## config.mk

```make
export PLATFORM = sky130hd
export DESIGN_NAME = clk_supervisor
export DESIGN_NICKNAME = d
export VERILOG_FILES = /design/src/rtl/clksup_pkg.sv /design/src/rtl/clksup_sync.sv /design/src/rtl/clksup_watch.sv /design/src/rtl/clksup_lock.sv /design/src/rtl/clk_supervisor.sv
export SDC_FILE = /design/constraint.sdc
export NUM_CORES = 1
export LEC_CHECK = 0
export BUFFER_PORTS_ARGS = -buffer_cell sky130_fd_sc_hd__clkbuf_2
export CORE_MARGIN = 1
export CORE_UTILIZATION = 30
export DETAILED_ROUTE_END_ITERATION = 10
export GPL_ROUTABILITY_DRIVEN = 1
export PLACE_DENSITY_LB_ADDON = 0.05
export SLEW_MARGIN = 20
export SYNTH_ARGS = -nofsm -noshare
export SYNTH_HDL_FRONTEND = slang
export SYNTH_SLANG_ARGS = --single-unit
```

## constraint.sdc

```tcl
create_clock -name clk -period 2.2 [get_ports clk]
set_input_delay 0.55 -clock clk [delete_from_list [all_inputs] [get_ports clk]]
set_output_delay 0.55 -clock clk [all_outputs]
set_load 0.02 [all_outputs]
```

## src/rtl/clksup_pkg.sv

```systemverilog
package clksup_pkg;

    typedef enum logic [1:0] {
        MODE_OFF = 2'd0,
        MODE_BYP = 2'd1,
        MODE_PLL = 2'd2
    } mode_e;

    typedef enum logic [1:0] {
        SRC_XTAL = 2'd0,
        SRC_PLL  = 2'd1,
        SRC_SCM  = 2'd2
    } src_e;

    typedef struct packed {
        logic pll_fail;
        logic xtal_fail;
        logic lol;
    } evt_t;

    function automatic logic mode_code_ok(logic [1:0] code);
        return code != 2'd3;
    endfunction

    function automatic logic mode_is_bypass(logic [1:0] code);
        return (code == MODE_OFF) || (code == MODE_BYP);
    endfunction

endpackage

```

## src/rtl/clksup_sync.sv

```systemverilog
module clksup_sync #(
    parameter int STAGES = 2
) (
    input  logic clk,
    input  logic rst,
    input  logic d_i,
    output logic lvl_o
);
    logic [STAGES-1:0] sh_q;

    always_ff @(posedge clk) begin
        if (rst) begin
            sh_q <= '0;
        end else begin
            sh_q <= {sh_q[STAGES-2:0], d_i};
        end
    end

    assign lvl_o = sh_q[STAGES-1];
endmodule

```

## src/rtl/clksup_watch.sv

```systemverilog
module clksup_watch #(
    parameter int WIN_W = 12
) (
    input  logic             clk,
    input  logic             rst,
    input  logic             en_i,
    input  logic             lvl_i,
    input  logic [WIN_W-1:0] win_i,
    output logic             dead_o,
    output logic             fail_o
);
    logic [WIN_W-1:0] quiet_q;
    logic             prev_q;
    logic             dead_q;
    logic             toggled;

    assign toggled = lvl_i ^ prev_q;
    assign dead_o  = en_i && (quiet_q >= win_i);
    assign fail_o  = dead_o && !dead_q;

    always_ff @(posedge clk) begin
        if (rst) begin
            quiet_q <= '0;
            prev_q  <= 1'b0;
            dead_q  <= 1'b0;
        end else begin
            prev_q <= lvl_i;
            dead_q <= dead_o;
            if (!en_i || toggled) begin
                quiet_q <= '0;
            end else if (quiet_q != '1) begin
                quiet_q <= quiet_q + 1'b1;
            end
        end
    end
endmodule

```

## src/rtl/clksup_lock.sv

```systemverilog
module clksup_lock #(
    parameter int LOCK_CYCLES = 16
) (
    input  logic clk,
    input  logic rst,
    input  logic en_i,
    input  logic lvl_i,
    output logic lock_o,
    output logic lol_o
);
    localparam int CW = $clog2(LOCK_CYCLES + 1);
    localparam logic [CW-1:0] FULL = CW'(LOCK_CYCLES);

    logic [CW-1:0] run_q;
    logic          lock_q;

    assign lock_o = (run_q == FULL);
    assign lol_o  = en_i && lock_q && !lock_o;

    always_ff @(posedge clk) begin
        if (rst) begin
            run_q  <= '0;
            lock_q <= 1'b0;
        end else begin
            lock_q <= lock_o;
            if (!en_i || !lvl_i) begin
                run_q <= '0;
            end else if (!lock_o) begin
                run_q <= run_q + 1'b1;
            end
        end
    end
endmodule

```

## src/rtl/clk_supervisor.sv

```systemverilog
module clk_supervisor
    import clksup_pkg::*;
#(
    parameter int WIN_W       = 12,
    parameter int SYNC_STAGES = 2,
    parameter int LOCK_CYCLES = 16
) (
    input  logic             clk,
    input  logic             rst,
    input  logic             xtal_clk_i,
    input  logic             pll_clk_i,
    input  logic             pll_lock_raw_i,
    input  logic             cfg_we_i,
    input  logic [1:0]       cfg_mode_i,
    input  logic [WIN_W-1:0] cfg_window_i,
    input  logic             lol_rst_en_i,
    input  logic             xf_rst_en_i,
    input  logic             pf_rst_en_i,
    input  logic             relock_i,
    input  logic [2:0]       clr_i,
    output logic [1:0]       clk_sel_o,
    output logic [1:0]       mode_o,
    output logic             pll_pwr_o,
    output logic             lock_o,
    output logic [2:0]       status_o,
    output logic             irq_o,
    output logic             rst_req_o
);
    mode_e mode_q;
    src_e  src_q, src_nxt;
    evt_t  flags_q, evt, rst_cfg;
    logic  rreq_q;
    logic  pwr;
    logic  x_lvl, p_lvl, l_lvl;
    logic  x_dead, p_dead;
    logic  lock, mode_wr;

    assign pwr     = (mode_q != MODE_OFF);
    assign mode_wr = cfg_we_i && mode_code_ok(cfg_mode_i);
    assign rst_cfg = evt_t'({pf_rst_en_i, xf_rst_en_i, lol_rst_en_i});

    clksup_sync #(.STAGES(SYNC_STAGES)) u_sync_x (
        .clk(clk), .rst(rst), .d_i(xtal_clk_i), .lvl_o(x_lvl));
    clksup_sync #(.STAGES(SYNC_STAGES)) u_sync_p (
        .clk(clk), .rst(rst), .d_i(pll_clk_i), .lvl_o(p_lvl));
    clksup_sync #(.STAGES(SYNC_STAGES)) u_sync_l (
        .clk(clk), .rst(rst), .d_i(pll_lock_raw_i), .lvl_o(l_lvl));

    clksup_watch #(.WIN_W(WIN_W)) u_watch_x (
        .clk(clk), .rst(rst), .en_i(1'b1), .lvl_i(x_lvl),
        .win_i(cfg_window_i), .dead_o(x_dead), .fail_o(evt.xtal_fail));
    clksup_watch #(.WIN_W(WIN_W)) u_watch_p (
        .clk(clk), .rst(rst), .en_i(pwr), .lvl_i(p_lvl),
        .win_i(cfg_window_i), .dead_o(p_dead), .fail_o(evt.pll_fail));

    clksup_lock #(.LOCK_CYCLES(LOCK_CYCLES)) u_lock (
        .clk(clk), .rst(rst), .en_i(pwr), .lvl_i(l_lvl),
        .lock_o(lock), .lol_o(evt.lol));

    // Source selection, highest priority first
    always_comb begin
        src_nxt = src_q;
        if (evt.xtal_fail && src_q == SRC_XTAL) begin
            src_nxt = SRC_SCM;
        end else if (evt.pll_fail && src_q == SRC_PLL && !pf_rst_en_i) begin
            src_nxt = SRC_XTAL;
        end else if (src_q == SRC_PLL && mode_wr && mode_is_bypass(cfg_mode_i)) begin
            src_nxt = SRC_XTAL;
        end else if (relock_i && lock && mode_q == MODE_PLL &&
                     src_q != SRC_SCM && !p_dead) begin
            src_nxt = SRC_PLL;
        end
    end

    always_ff @(posedge clk) begin
        if (rst) begin
            mode_q  <= MODE_BYP;
            src_q   <= SRC_XTAL;
            flags_q <= '0;
            rreq_q  <= 1'b0;
        end else begin
            if (mode_wr) begin
                mode_q <= mode_e'(cfg_mode_i);
            end
            src_q   <= src_nxt;
            flags_q <= evt_t'((flags_q & ~evt_t'(clr_i)) | evt);
            rreq_q  <= |(evt & rst_cfg);
        end
    end

    // x_dead is consumed through the failure event only
    logic unused_x;
    assign unused_x = x_dead;

    assign clk_sel_o = src_q;
    assign mode_o    = mode_q;
    assign pll_pwr_o = pwr;
    assign lock_o    = lock;
    assign status_o  = flags_q;
    assign irq_o     = |(flags_q & ~rst_cfg) | (1'b0 & unused_x);
    assign rst_req_o = rreq_q;
endmodule

```

==> results of run 1 <==
## Yosys cell counts, drive strengths merged, types with 5 or more instances
cell,n
dfxtp,48
nor2,35
ha,28
inv,25
nand2,25
a21oi,21
nand4,13
xor2,12
nand2b,10
nor2b,10
xnor2,9
mux2i,8
nand3,8
nor3,6
o21a,5
## report_power, final
part	switching (mW)	internal [mW]	total, mW
Clock	0.326	0.229	0.555
Combinational	0.0850	0.0685	0.154
Sequential	0.0166	0.886	0.903
## logic make-up after synthesis
group | Yosys count | share of synthesized area
and+or+nand+nor | 116 | 0.227
DFF | 48 | 0.370
AOI/OAI and AO/OA | 46 | 0.116
buffers and inverters | 31 | 0.0506
adders and majority gates | 28 | 0.135
xor gates and xnor gates | 21 | 0.0708
muxes | 8 | 0.0308
## worst max-delay path: cells and delay by family (launching register included)
| kind | cells | cell delay [ps] |
|---|---|---|
| flops | 1 | 340 |
| buf+inv | 3 | 330 |
| simple gates | 2 | 420 |
| fa+ha+maj | 1 | 140 |
## layer usage
layer | routed length, um | share of wire | up-vias
met5 | 0 | 0 | -
met4 | 66 | 0.012 | 0
met3 | 218 | 0.039 | 5
met2 | 2430 | 0.43 | 40
met1 | 2890 | 0.52 | 932
li1 | - | - | 1110
## final cells by class
type | count | area share
multi-input cells | 219 | 0.503
flip-flops and latches | 48 | 0.320
repair buffers | 40 | 0.0701
well taps | 105 | 0.0438
inverters | 25 | 0.0321
clock buffers | 5 | 0.0229
clock inverters | 3 | 0.00751
## per-stage QoR
step	cell area (sq um)	setup WS, ps	TNS [ps]	hold slack, ps	total power [mW]
finish	3000	117	0	438	1.61
global route	3000	10.3	0	438	1.70
CTS	3000	43.9	0	433	1.64
detailed placement	2900	-8.02	-8.02	420	1.08
global placement	2900	6.92	0	420	1.08
floorplan	2600	248	0	414	1.02
## registers in the layout, indices dropped and copies added, names as in the netlist, 2 cells and up
register and flops:
mode_o 2, u_watch_p.quiet_q 12, clk_sel_o 2, u_sync_x.sh_q 2, u_sync_p.sh_q 2, u_lock.run_q 5
u_watch_x.quiet_q 12, status_o 3, u_sync_l.sh_q 2
## timing repair
item                       4_1_cts  5_1_grt
setup buffers                    0        0
gates resized for setup          1        3
hold buffers                     0        0
setup endpoints to repair        1        1
## worst paths after layout
kind,startpoint,to,slack [ps],cells after the start
max,u_lock.run_q[0],lock_o,120,6
min,pll_clk_i,u_sync_p.sh_q[0],440,2
max reg2reg,u_watch_x.quiet_q[0],clk_sel_o[0],210,8
min reg2reg,u_sync_x.sh_q[0],u_sync_x.sh_q[1],450,1
==> impl_results.md, run 1 <==
- Outcome: complete, no violations
- DR vias: approximately 2.1k
- # port buffers: 37
- Clock Path Buffers: 2
- Area of the mapped netlist: 2600 sq um
- Most common flop cell mapped by yosys: dfxtp_1
- Area of the multi-input gates: 1510 sq um
- Placed Cells: around 440
- Met1 usage: 0.180
- Fillers: 874
- Final Hold Fails: 0
- Row count: 33
- Syn_nets: 353
- Power per Cell Area: about 540 nW/um^2
- Die Wd: about 95 um
- Via-per-instance ratio: about 4.7
- Root Buffer: clkbuf_8
- Final wirelength: roughly 5600 um
- Clock sink count: 48
- Starting Density: 0.313
- CTS clk-pin slew, worst paths: around 100 ps
- 1st-pass router iterations: 4
- Kind of critical path: reg -> out
- Post-route insts no fill: ~450
- Wirelength per Cell: roughly 13 um
- Inserted Diodes: 0
- Commonest non-fill, non-tap cell in the layout: dfxtp_1
- Layout Skew: 10.2 ps
- Ys async rst share: 0
- GR peak layer: met2
- Post-layout util: 0.362
- Share of layout cells above drive strength 1: 0.165
- CP Capture Type: output port
- Met2 GRT Util: 0.218
- Fin. max-slew vios: 0
- Final setup fails: 0
- Synth area leaders: dfxtp_1, ha_1, nor2_1
- Least-Margin Pin Slew: around 500 ps
- DRC viols: 0
- Area leader, netlist: dfxtp_1
- Register Area: around 960 sq um
- Die height: about 95 um
- Max Fclk: slightly below 500 MHz
- Yosys warns: 0
- Worst setup SP type: register
- Cells along the critical path: inv_1, ha_1, nand2_1, or3_4, inv_4, buf_4
- CP max FO: 5
- Seq cells post-synth: 48
- Layout area overhead: 15.5%
- Post-route ant nets: 0
- HP Class: in -> reg
- I/O Pins: 38
- Leakage: between 1 and 1.5 nW
- Gpl congestion: 0.786
- First-pass GRT wire length: a little over 9000 um
- RSZ-0062 raised after global routing: false
- DR iter-0 viols: 49
- Distinct cells, synth: 39
- Total grt overflow: 0
- Largest net degree at the start of global routing: 19
- Mean post-synth cell area: slightly below 9 sq um
- Met3 Track Usage GR: 0.0263
- Clock buffer count from CTS: 5
- Hpwl dp: 4410 um
- Fin nets: approximately 390
- Max-cap violation count: 0
- CTS H-tree lvls: 2
- Worst skew pair latency: slightly above 300 ps
- Highest-count cells in the layout ignoring fill and taps: dfxtp_1, clkbuf_2, nor2_1
- Crit path DAT: 1530 ps
- Fin crit share: 0.947
- Initial antenna violation count: 0
- Seq/Total Area, Yosys: 0.370
- Post-Synthesis Cells: slightly below 300
- Area share of the leading cell type in the synthesized netlist: 0.370
- Vias in the first global route: around 2.0k
- CTS tree: done
- Core area: a little over 8000 sq um
- Max incr delay on CP: 370 ps
- Slowest cell on the critical path: or3_4
- Fin crit period: about 2100 ps
- Post-synth EDFFs: 0
- Die Area: about 9000 sq um
- Relative slew slack: 0.659
- Worst vdd ir: around 0.26 mV
- WP data required: ~1700 ps
- Total global-route track usage: 0.135
No activity file was read; power rests on OpenSTA's default activity.
==> run 2: changes to the inputs <==
SYNTH_HIERARCHICAL = 1   (was not set)
==> impl_results.md, run 2 <==
- Design area: 3390 sq um (+13%)
- Total grt overflow: 0 (unchanged)
- Highest-count cells in the layout ignoring fill and taps: dfxtp_1, clkbuf_2, inv_1
- Outcome: complete, no violations
- 1st-pass router iterations: 4 (unchanged)
- Row count: 34 (+3.0%)
- Max-cap violation count: 0 (unchanged)
- Fin. max-slew vios: 0 (unchanged)
- Worst vdd ir: 0.326 mV (+25%)
- Dpl ws: -282 ps (-274 ps)
- Worst Setup Slack, final: 129 ps (+11.9 ps)
- Die Wd: 98.6 um (+3.7%)
- Gpl congestion: 0.713 (-9.3%)
- Leakage: 1.48 nW (+15%)
- Kind of critical path: in -> reg
- Placed cell area: 3180 sq um (+9.6%)
- Power per Cell Area: 532 nW/um^2 (-0.86%)
- DR iter-0 viols: 82 (+67%)
- DRC viols: 0 (unchanged)
- Post-route ant nets: 0 (unchanged)
- Post-route insts no fill: 472 (+6.1%)
- CTS Hold Bufs: 0 (unchanged)
- Placed Cells: 463 (+5.9%)
- Mean post-synth cell area: 9.14 sq um (+4.9%)
- Final Hold Slack: 447 ps (+8.22 ps)
- Hpwl dp: 5020 um (+14%)
- Worst skew pair latency: 300 ps (about the same)
- Starting Density: 0.315 (+0.00168)
- Initial antenna violation count: 0 (unchanged)
- Fin crit share: 0.941 (-0.00541)
- Total global-route track usage: 0.137 (+0.00207)
- Share of layout cells above drive strength 1: 0.275 (+0.110)
- CTS tree: done
- Area of the mapped netlist: 2800 sq um (+7.7%)
- CTS H-tree lvls: 2 (unchanged)
- Commonest non-fill, non-tap cell in the layout: dfxtp_1
- WP data required: 2450 ps (+800 ps)
- Clock sink count: 48 (unchanged)
- Worst setup SP type: input port
- Clock buffer count from CTS: 5 (unchanged)
- CP Capture Type: register
- Final wirelength: 6360 um (+13%)
- HP Class: reg -> reg
- Yosys warns: 6 (+6)
- Post-Synthesis Cells: 306 (+2.7%)
- Die Area: 9720 sq um (+7.5%)
- First-pass GRT wire length: 10,500 um (+13%)
- CP max FO: 3 (-2)
- CTS clk-pin slew, worst paths: 90 ps (about the same)
- Fin crit period: 2070 ps (-11.9 ps)
- I/O Pins: 38 (unchanged)
- Crit path DAT: 2320 ps (+790 ps)
- # port buffers: 37 (unchanged)
- Clock Path Buffers: 2 (unchanged)
- Inserted Diodes: 0 (unchanged)
- Layout area overhead: 21.1%
- Largest registers: u_watch_p/quiet_q (12), u_watch_x/quiet_q (12), u_lock/run_q (5)
- Post-layout util: 0.381 (+0.0194)
- Layout Skew: 5.19 ps (-5.00 ps)
- Die height: 98.6 um (+3.7%)
- Wirelength per Cell: 13.5 um (+7.0%)
- Final Hold Fails: 0 (unchanged)
- DR vias: 2,296 (+10%)
- Via-per-instance ratio: 4.86 (+3.7%)
- Fin nets: 419 (+6.3%)
- Final setup fails: 0 (unchanged)
- Core area: 8890 sq um (+7.1%)
- Root Buffer: clkbuf_8
- Vias in the first global route: 2,133 (+7.7%)
- Largest net degree at the start of global routing: 15 (-4)
- Max Fclk: 483 MHz (+0.57%)
[run 2: cell count changes in the layout (fill, tap and decap cells not counted), sizes merged, moves of 7 or more]
| cell | before | now |
|---|---|---|
| nor2 | 35 | 12 |
| buf | 4 | 20 |
| nand2 | 25 | 9 |
| a31oi | 4 | 15 |
| inv | 26 | 36 |
| xor2 | 12 | 2 |
| and4 | 2 | 10 |
| o21ai | 2 | 10 |
| a211oi | 1 | 8 |
| nand4 | 13 | 6 |
[run 2: final timing paths]
path / from / to / slack [ps] / cells after the start
max: cfg_window_i[9] / clk_sel_o[0] / 130 / 11
min: u_sync_l/sh_q[0] / u_sync_l/sh_q[1] / 450 / 1
max reg2reg: u_watch_p/quiet_q[0] / clk_sel_o[0] / 130 / 9
min reg2reg: u_sync_l/sh_q[0] / u_sync_l/sh_q[1] / 450 / 1
[run 2: critical path, cell delays in order]
cell      delay, ps
clkbuf_2        100
inv_1            50
ha_1            280
nand4_1         140
buf_4           140
nor2_1           50
o31ai_2         350
a31oi_2         180
nor2b_1         170
o211ai_1        160
o211a_1         150
[run 2: layer usage]
metal | part of all wire | up-vias | wire length, um | global-route usage
met5 | 0 | - | 0 | 0
met4 | 0.0093 | 0 | 59 | 0.0448
met3 | 0.036 | 5 | 226 | 0.0284
met2 | 0.43 | 37 | 2700 | 0.212
met1 | 0.53 | 1038 | 3370 | 0.189
li1 | - | 1216 | - | -
[run 2: layout make-up]
cell class / instances / area [sq um]
fill: 955 / 5500
multi-input combinational: 216 / 1690
sequential: 48 / 966
timing repair buffer: 57 / 335
inverter: 36 / 135
tap: 108 / 135
clock buffer: 5 / 68.8
clock inverter: 2 / 60.1
[run 2: report_power, final]
group	total [mW]	internal (mW)	switching (mW)	leakage (nW)
registers	0.893	0.884	0.00983	0.391
logic	0.167	0.0791	0.0880	1.02
clock network	0.742	0.448	0.294	0.0642
total	1.80	1.41	0.392	1.48
[run 2: metrics by stage]
step                total power [mW]  setup TNS (ps)
floorplan                       1.00               0
global placement                1.07            -799
detailed placement              1.07            -877
CTS                             1.83               0
global route                    1.90           -19.6
finish                          1.80               0
[run 2: what timing repair did]
action | CTS | global route
setup endpoints to repair | 0 | 3
buffers inserted | 0 | 2
gates resized for setup | 0 | 13
